--- config.mk ---
export PLATFORM = sky130hd
export DESIGN_NAME = funnel_shifter
export DESIGN_NICKNAME = d
export VERILOG_FILES = /design/src/rtl/funnel_shifter.sv
export SDC_FILE = /design/constraint.sdc
export NUM_CORES = 1
export LEC_CHECK = 0
export BUFFER_PORTS_ARGS = -buffer_cell sky130_fd_sc_hd__buf_2
export CAP_MARGIN = 20
export CORE_MARGIN = 4
export CORE_UTILIZATION = 45
export CTS_BUF_LIST = sky130_fd_sc_hd__clkbuf_4
export CTS_CLUSTER_SIZE = 24
export DETAILED_ROUTE_END_ITERATION = 10
export PLACE_DENSITY = 0.61
export SLEW_MARGIN = 20
export SYNTH_ARGS = -nofsm -noshare
export SYNTH_HDL_FRONTEND = slang
export SYNTH_SLANG_ARGS = --single-unit
--- constraint.sdc ---
create_clock -name clk -period 7.6 [get_ports clk]
set_input_delay 1.52 -clock clk [delete_from_list [all_inputs] [get_ports clk]]
set_output_delay 1.52 -clock clk [all_outputs]
set_load 0.01 [all_outputs]
--- src/rtl/funnel_shifter.sv ---
module funnel_shifter #(
  parameter int W = 32
) (
  input  logic                 clk,
  input  logic                 rst_n,
  input  logic                 start,
  input  logic                 shift_right,
  input  logic                 wide,
  input  logic [$clog2(W)-1:0] count,
  input  logic [W-1:0]         dest,
  input  logic [W-1:0]         src,
  input  logic [4:0]           flags_in,
  output logic [W-1:0]         result,
  output logic [4:0]           flags_out,
  output logic                 done
);
  localparam int H   = W / 2;
  localparam int CW  = $clog2(W);
  localparam int LAT = 3;

  logic [W-1:0]   d_q, s_q;
  logic           r_q, w_q;
  logic [CW-1:0]  n_q;
  logic [4:0]     f_q;
  logic           busy;
  logic [1:0]     stg;

  logic [2*W-1:0] cat_l, cat_r, sh_l, sh_r;
  logic [W-1:0]   dmask, res_c;
  logic           cf_c, zf_c, sf_c, pf_c;
  int             idx;

  always_comb begin
    cat_l = w_q ? {d_q, s_q} : {{W{1'b0}}, d_q[H-1:0], s_q[H-1:0]};
    cat_r = w_q ? {s_q, d_q} : {{W{1'b0}}, s_q[H-1:0], d_q[H-1:0]};
    sh_l  = cat_l << n_q;
    sh_r  = cat_r >> n_q;
    dmask = w_q ? d_q : {{H{1'b0}}, d_q[H-1:0]};
    idx   = 0;
    cf_c  = f_q[0];
    res_c = dmask;
    if (n_q != '0) begin
      if (r_q) begin
        res_c = w_q ? sh_r[W-1:0] : {{H{1'b0}}, sh_r[H-1:0]};
        idx   = int'(n_q) - 1;
        cf_c  = (!w_q && int'(n_q) > H) ? 1'b0 : dmask[idx];
      end else begin
        res_c = w_q ? sh_l[2*W-1:W] : {{H{1'b0}}, sh_l[W-1:H]};
        idx   = w_q ? (W - int'(n_q)) : (H - int'(n_q));
        cf_c  = (!w_q && int'(n_q) > H) ? 1'b0 : dmask[idx];
      end
    end
    zf_c = w_q ? (res_c == '0) : (res_c[H-1:0] == '0);
    sf_c = w_q ? res_c[W-1] : res_c[H-1];
    pf_c = ~^res_c[7:0];
  end

  always_ff @(posedge clk or negedge rst_n) begin
    if (!rst_n) begin
      d_q <= '0; s_q <= '0; r_q <= 1'b0; w_q <= 1'b0; n_q <= '0; f_q <= '0;
      busy <= 1'b0; stg <= '0; done <= 1'b0; result <= '0; flags_out <= '0;
    end else begin
      done <= 1'b0;
      if (start && !busy) begin
        d_q  <= dest;
        s_q  <= src;
        r_q  <= shift_right;
        w_q  <= wide;
        n_q  <= count;
        f_q  <= flags_in;
        busy <= 1'b1;
        stg  <= '0;
      end else if (busy) begin
        if (stg == 2'(LAT - 1)) begin
          busy   <= 1'b0;
          done   <= 1'b1;
          result <= res_c;
          if (n_q == '0) flags_out <= f_q;
          else           flags_out <= {f_q[4], sf_c, zf_c, pf_c, cf_c};
        end else begin
          stg <= stg + 2'd1;
        end
      end
    end
  end


  done_latency_chk: assert property (@(posedge clk) disable iff (!rst_n)
    done |-> $past(start && !busy, 4));


  done_pulse_chk: assert property (@(posedge clk) disable iff (!rst_n)
    done |=> !done);


  hold_stable_chk: assert property (@(posedge clk) disable iff (!rst_n)
    !done |-> ($stable(result) && $stable(flags_out)));


  half_upper_zero_chk: assert property (@(posedge clk) disable iff (!rst_n)
    (done && !w_q) |-> (result[W-1:H] == '0));


  half_big_count_cf_chk: assert property (@(posedge clk) disable iff (!rst_n)
    (done && !w_q && (int'(n_q) > H)) |-> !flags_out[0]);


  of_pass_chk: assert property (@(posedge clk) disable iff (!rst_n)
    done |-> (flags_out[4] == $past(flags_in[4], 4)));
endmodule

After elaboration in Yosys (flattened, before gate mapping)
Index checks and enable logic that the tools add are counted.
{"block": "totals", "ff_bits": 117, "in_bits": 79, "output_inout_bits": 38, "word_cells": 65}
{"block": "classes", "n_addsub": 4, "magnitude_cmp": 3, "eq_ne": 2, "shifts": 2, "n_mux": 30, "bitwise": 1, "reduce_logical": 12}
{"op": "$mux W32", "count": 6}
{"op": "$mux W64", "count": 2}
{"op": "$shl A64 B5 Y64", "count": 1}
{"op": "$shr A64 B5 Y32", "count": 1}
{"op": "$logic_not A32 Y1", "count": 1}
{"op": "$lt A32 B7 Y1 const B", "count": 1}
{"op": "$logic_not A16 Y1", "count": 1}
{"op": "$mux W1", "count": 16}
{"op": "$bmux W1 S5", "count": 2}
{"op": "$reduce_xnor A8 Y1", "count": 1}
{"op": "$lt A6 B7 Y1 const B", "count": 1}
{"op": "$sub A6 B5 Y7 const A", "count": 1}
{"op": "$mux W2", "count": 3}
{"op": "$sub A5 B1 Y6 const B", "count": 1}
{"op": "$sub A5 B5 Y6 const A", "count": 1}
{"op": "$gt A5 B5 Y1 const B", "count": 1}
{"op": "$logic_not A5 Y1", "count": 1}
{"op": "$reduce_bool A5 Y1", "count": 1}
{"op": "$mux W4", "count": 1}
{"op": "$reduce_and A3 Y1", "count": 1}
{"op": "$add A2 B1 Y2 const B", "count": 1}
{"op": "$eq A2 B2 Y1 const B", "count": 1}
{"op": "$logic_and A1 B1 Y1", "count": 2}
{"op": "$logic_not A1 Y1", "count": 2}
{"op": "4 further kinds", "count": 4}

Longest topological paths before layout
{"block": "logic_depth", "depth_word": 9, "depth_mapped": 24, "mapped_depth_nobuf": 16}

Least setup slack after synthesis
OpenSTA, ideal clock, no wires.
{"block": "synth_timing", "path_type": "reg2reg", "start": "reg n_q[1]", "end": "reg flags_out[1]", "arrival_ns": 4.806, "path_slack_ns": 2.659, "stages_incl_launch_ff": 24, "path_buffers": 10, "cell_sequence": "dfrtp_1 buf_2 inv_1 clkbuf_1 buf_2 buf_2 buf_1 ha_1 nand2_1 inv_1 ha_1 clkbuf_1 clkbuf_1 clkbuf_1 clkbuf_1 buf_1 nor2_1 or2_2 ha_1 xnor2_1 xnor2_1 nand2_1 o21ai_0 o21ai_0"}
{"block": "synth_between", "elab_chain_cells": 6}
{"item": "from (decl)", "line": "23", "source": "logic [CW-1:0] n_q;"}
{"item": "from (signal assigned)", "line": "69", "source": "n_q <= count;"}
{"item": "$shl A64 B5 Y64 / $shr A64 B5 Y32 (equally long branches)", "line": "36, 37"}
{"item": "$mux W32 (on tied branches)", "line": "48, 44"}
{"item": "$mux W32", "line": "43", "source": "if (r_q) begin"}
{"item": "$mux W32", "line": "42", "source": "if (n_q != '0) begin"}
{"item": "$reduce_xnor A8 Y1", "line": "55", "source": "pf_c = ~^res_c[7:0];"}
{"item": "$mux W4 *", "line": "78", "source": "if (n_q == '0) flags_out <= f_q;"}
{"item": "to (signal assigned)", "line": "78"}
{"item": "to (signal assigned)", "line": "79", "source": "else flags_out <= {f_q[4], sf_c, zf_c, pf_c, cf_c};"}
{"item": "to (decl)", "line": "14", "source": "output logic [4:0] flags_out,"}
Mark *: on every way between the ends. The rest lies on a longest branch, timed or not.
A chain may end at the register's enable or synchronous reset.

Worst setup path in the final report
{"block": "layout_timing", "start": "reg n_q[0]", "end": "reg flags_out[2]"}
{"block": "layout_between", "elab_chain_cells": 7}
{"item": "$shl A64 B5 Y64 / $shr A64 B5 Y32 (equally long branches)", "line": "36, 37"}
{"item": "$mux W32 (on tied branches)", "line": "48, 44"}
{"item": "$mux W32", "line": "43"}
{"item": "$mux W32", "line": "42"}
{"item": "$logic_not A32 Y1 / $logic_not A16 Y1 (equally long branches)", "line": "53", "source": "zf_c = w_q ? (res_c == '0) : (res_c[H-1:0] == '0);"}
{"item": "$mux W1", "line": "53"}
{"item": "$mux W4 *", "line": "78"}
Marked as above.

==> run metrics <==
area share of fa/ha/maj cells after synthesis less than 1%; Root Buffer Master clkbuf_4; crit path launch n_q[0]$_DFFE_PN0P_; max cap viols 0; final setup TNS 0 ns; register area share after synthesis about 20%; Synth cell types 84; initial antenna violation count 10; Startpoint Class flop; r2r setup slk around 2.2 ns; Worst Setup Slack, final 2.24 ns; Max Slew Vio Count 0; ys flop type dfrtp_1; Worst Max-Slew Pin Slew between 1 and 1.5 ns; Routed Antenna Nets 0; worst path arrival time 5.88 ns; Chip Height ~190 um; fmax about 0.19 GHz; TritonCTS clock tree built; CTS Buf Count 17; Critical Path RT a little over 8 ns; DP Cell Count 1,865; multiplexer share of the synthesized area 39.9%; Slew headroom about 23%; pre-CTS WS between 2 and 2.5 ns; routed length per instance about 38 um; post-layout minimum cycle time roughly 5.4 ns; initial cell density of the core between 40% and 50%; DR vias between 10,000 and 15,000; Post-Synth Simple-Gate Area between 10% and 20%; fraction of layout cells with a size suffix above 1 32.6%; clk slew on worst S/H paths roughly 0.12 ns; worst setup path class reg -> reg; I/O pin total between 100 and 150; Post-DP HPWL approximately 52,000 um; Non-Filler Instances 1,900; core footprint around 31,000 um^2; Seq cells post-synth ~120; GRT overflow 0; GP Congestion between 1 and 1.5; syn avg cell area roughly 9.6 um^2; Post-synth EDFFs 0; Die X 187 um; reg-to-reg endpoint flags_out[2]$_DFFE_PN0P_; DR iter-0 viols ~2,600; vias per cell around 7.8; Post-Synth XOR/XNOR Area 0.550%; Routed WL approximately 72,000 um; Setup Buffers After CTS 0; Reg2Reg Depth 15; Max clock buf depth 2; post-synthesis compound-gate area fraction ~19%; # port buffers 116; H-tree Lvls 4; Max FO, Critical Path 129; total track usage between 40% and 50%; asr flop ratio synth 100%; YS warnings 0; Final Core Density between 40% and 50%; Skew-Pair Late Insertion Delay 0.65 ns; die footprint 34,800 um^2; number of remaining DRC errors 0; multi-input combinational cell area between 10,000 and 15,000 um^2; DRT Pass-1 Iters 8; largest family of logic cells by synthesized area multiplexers; CTS Hold Bufs 0; type of the worst min-delay path reg -> reg; # rows 65; clk sinks 117; Final period util between 70% and 80%; critical path capture point type flop; CP endpoint flags_out[2]$_DFFE_PN0P_; Hold Fails Final Rpt 0; number of global-route vias before repair about 14,000; Setup-failing EPs final 0; PostCTS Resize Cnt 0; Layout Nets about 1,600; Clock Skews approximately 0.026 ns; sequential cell area just under 3000 um^2; Syn Nets between 1,500 and 2,000; Post-Syn Instances around 1,500; area grow syn2layout 5.98%; Fill cells 3,009; post-synthesis cell area about 14,000 um^2; RSZ-0062 raised after global routing no; largest net degree at the start of global routing 130; reg-to-reg startpoint n_q[0]$_DFFE_PN0P_; outcome finished, final reports clean; first-pass GRT wire length roughly 100,000 um
Yosys cell counts (5+ instances only):
master / count / area (um^2)
a22oi_1: 19 / 143
o21ai_1: 5 / 25.0
inv_1: 14 / 52.6
buf_2: 41 / 205
and2_1: 17 / 106
o21ai_0: 65 / 325
nand2_1: 150 / 563
buf_4: 14 / 105
nor2b_1: 14 / 87.6
dfrtp_1: 117 / 2930
a211oi_1: 33 / 248
buf_6: 11 / 124
nor2_1: 101 / 379
o2bb2ai_1: 7 / 61.3
a22o_1: 15 / 131
mux2i_1: 95 / 951
o221ai_1: 8 / 70.1
o311ai_0: 7 / 61.3
a31oi_1: 8 / 50.1
or3_1: 5 / 31.3
nor3_1: 20 / 100
a221o_1: 6 / 60.1
clkbuf_1: 104 / 390
o31ai_1: 12 / 90.1
nand3_1: 23 / 115
ha_1: 7 / 87.6
buf_1: 21 / 78.8
mux4_2: 139 / 3130
o21a_1: 5 / 37.5
mux2_2: 134 / 1510
a32oi_1: 6 / 52.6
nor4_1: 7 / 43.8
o32ai_1: 9 / 78.8
o22ai_1: 14 / 87.6
a2111oi_0: 8 / 70.1
nand2b_1: 11 / 68.8
and4_1: 5 / 43.8
o211ai_1: 17 / 128
nand4_1: 8 / 50.1
a21oi_1: 74 / 370
and3_1: 11 / 68.8
a221oi_1: 14 / 123
a21o_1: 7 / 52.6
xnor2_1: 7 / 61.3
stage by stage:
step	cell area, um^2	hold WS, ns
floorplan	14300	0.435
detailed placement	14900	0.457
CTS	15200	0.483
global route	15200	0.512
finish	15200	0.477
global placement	14900	0.447
logic make-up after synthesis:
logic type	after synthesis
xor gates and xnor gates	9
adders and majority gates	7
and+or+nand+nor	398
AOI/OAI and AO/OA	382
muxes	374
buffers and inverters	210
DFF	117
flip-flops by register name, indices dropped and copies added, names as in the netlist:
register / count
flags_out: 5
busy: 1
n_q: 5
done: 1
s_q: 32
stg: 2
w_q: 1
result: 32
f_q: 5
d_q: 32
r_q: 1
routing by layer:
metal  part of all wire, %  up-vias  track usage [%]
li1                      -     5791                -
met1                    36     7281             52.0
met2                    42     1342             59.8
met3                    14      380             13.7
met4                   8.2        6             24.1
met5                 0.047        -                0
cells in the final DEF, fill, tap and decap left out, drive strengths merged, types with 9 or more instances in the layout:
cell     count
a2111oi      9
o22ai       14
and3        11
mux2i       96
a211oi      33
and2        19
nand2      150
o211ai      17
buf        158
a22o        15
o32ai        9
clkinv       9
o21ai       70
nor2b       14
clkbuf      19
a221oi      14
a21oi       74
inv         15
a22oi       19
mux4       142
dfrtp      117
nand2b      11
nor3        20
nand3       23
o31ai       12
mux2       136
nor2       101
final cells by class:
class | count | area share [%]
clock inverters | 13 | 1.21
clock buffers | 19 | 0.939
multi-input cells | 1170 | 68.7
inverters | 18 | 0.453
flip-flops and latches | 117 | 19.4
well taps | 402 | 3.31
diodes | 3 | 0.0494
repair buffers | 158 | 5.99
critical path: stages, from the launching register on:
cell	delay [ns]
dfrtp_4	0.95
buf_12	0.68
mux4_2	0.34
and2_1	0.19
nor3_1	0.06
o31ai_1	0.89
a21oi_1	0.17
a2111oi_1	0.84
nor2_1	0.10
ha_1	0.21
nand4_1	0.10
nor2_1	0.08
and4b_1	0.21
and4_1	0.20
nand4_1	0.07
nand2_1	0.05
how the worst min path moves through the flow:
stage / endpoint / cells after the start / from / slack, ns
global route: result[20]$_DFFE_PN0P_ / 2 / result[20]$_DFFE_PN0P_ / 0.51
finish: stg[0]$_DFFE_PN0P_ / 1 / stg[0]$_DFFE_PN0P_ / 0.48
detailed placement: result[18]$_DFFE_PN0P_ / 2 / result[18]$_DFFE_PN0P_ / 0.46
global placement: flags_out[4]$_DFFE_PN0P_ / 2 / f_q[4]$_DFFE_PN0P_ / 0.45
floorplan: flags_out[4]$_DFFE_PN0P_ / 2 / f_q[4]$_DFFE_PN0P_ / 0.43
CTS: stg[0]$_DFFE_PN0P_ / 1 / stg[0]$_DFFE_PN0P_ / 0.48
Power is left out: the tool's default activity adds up to more than one toggle a clock period on the data nets, which glitch-free logic cannot reach.
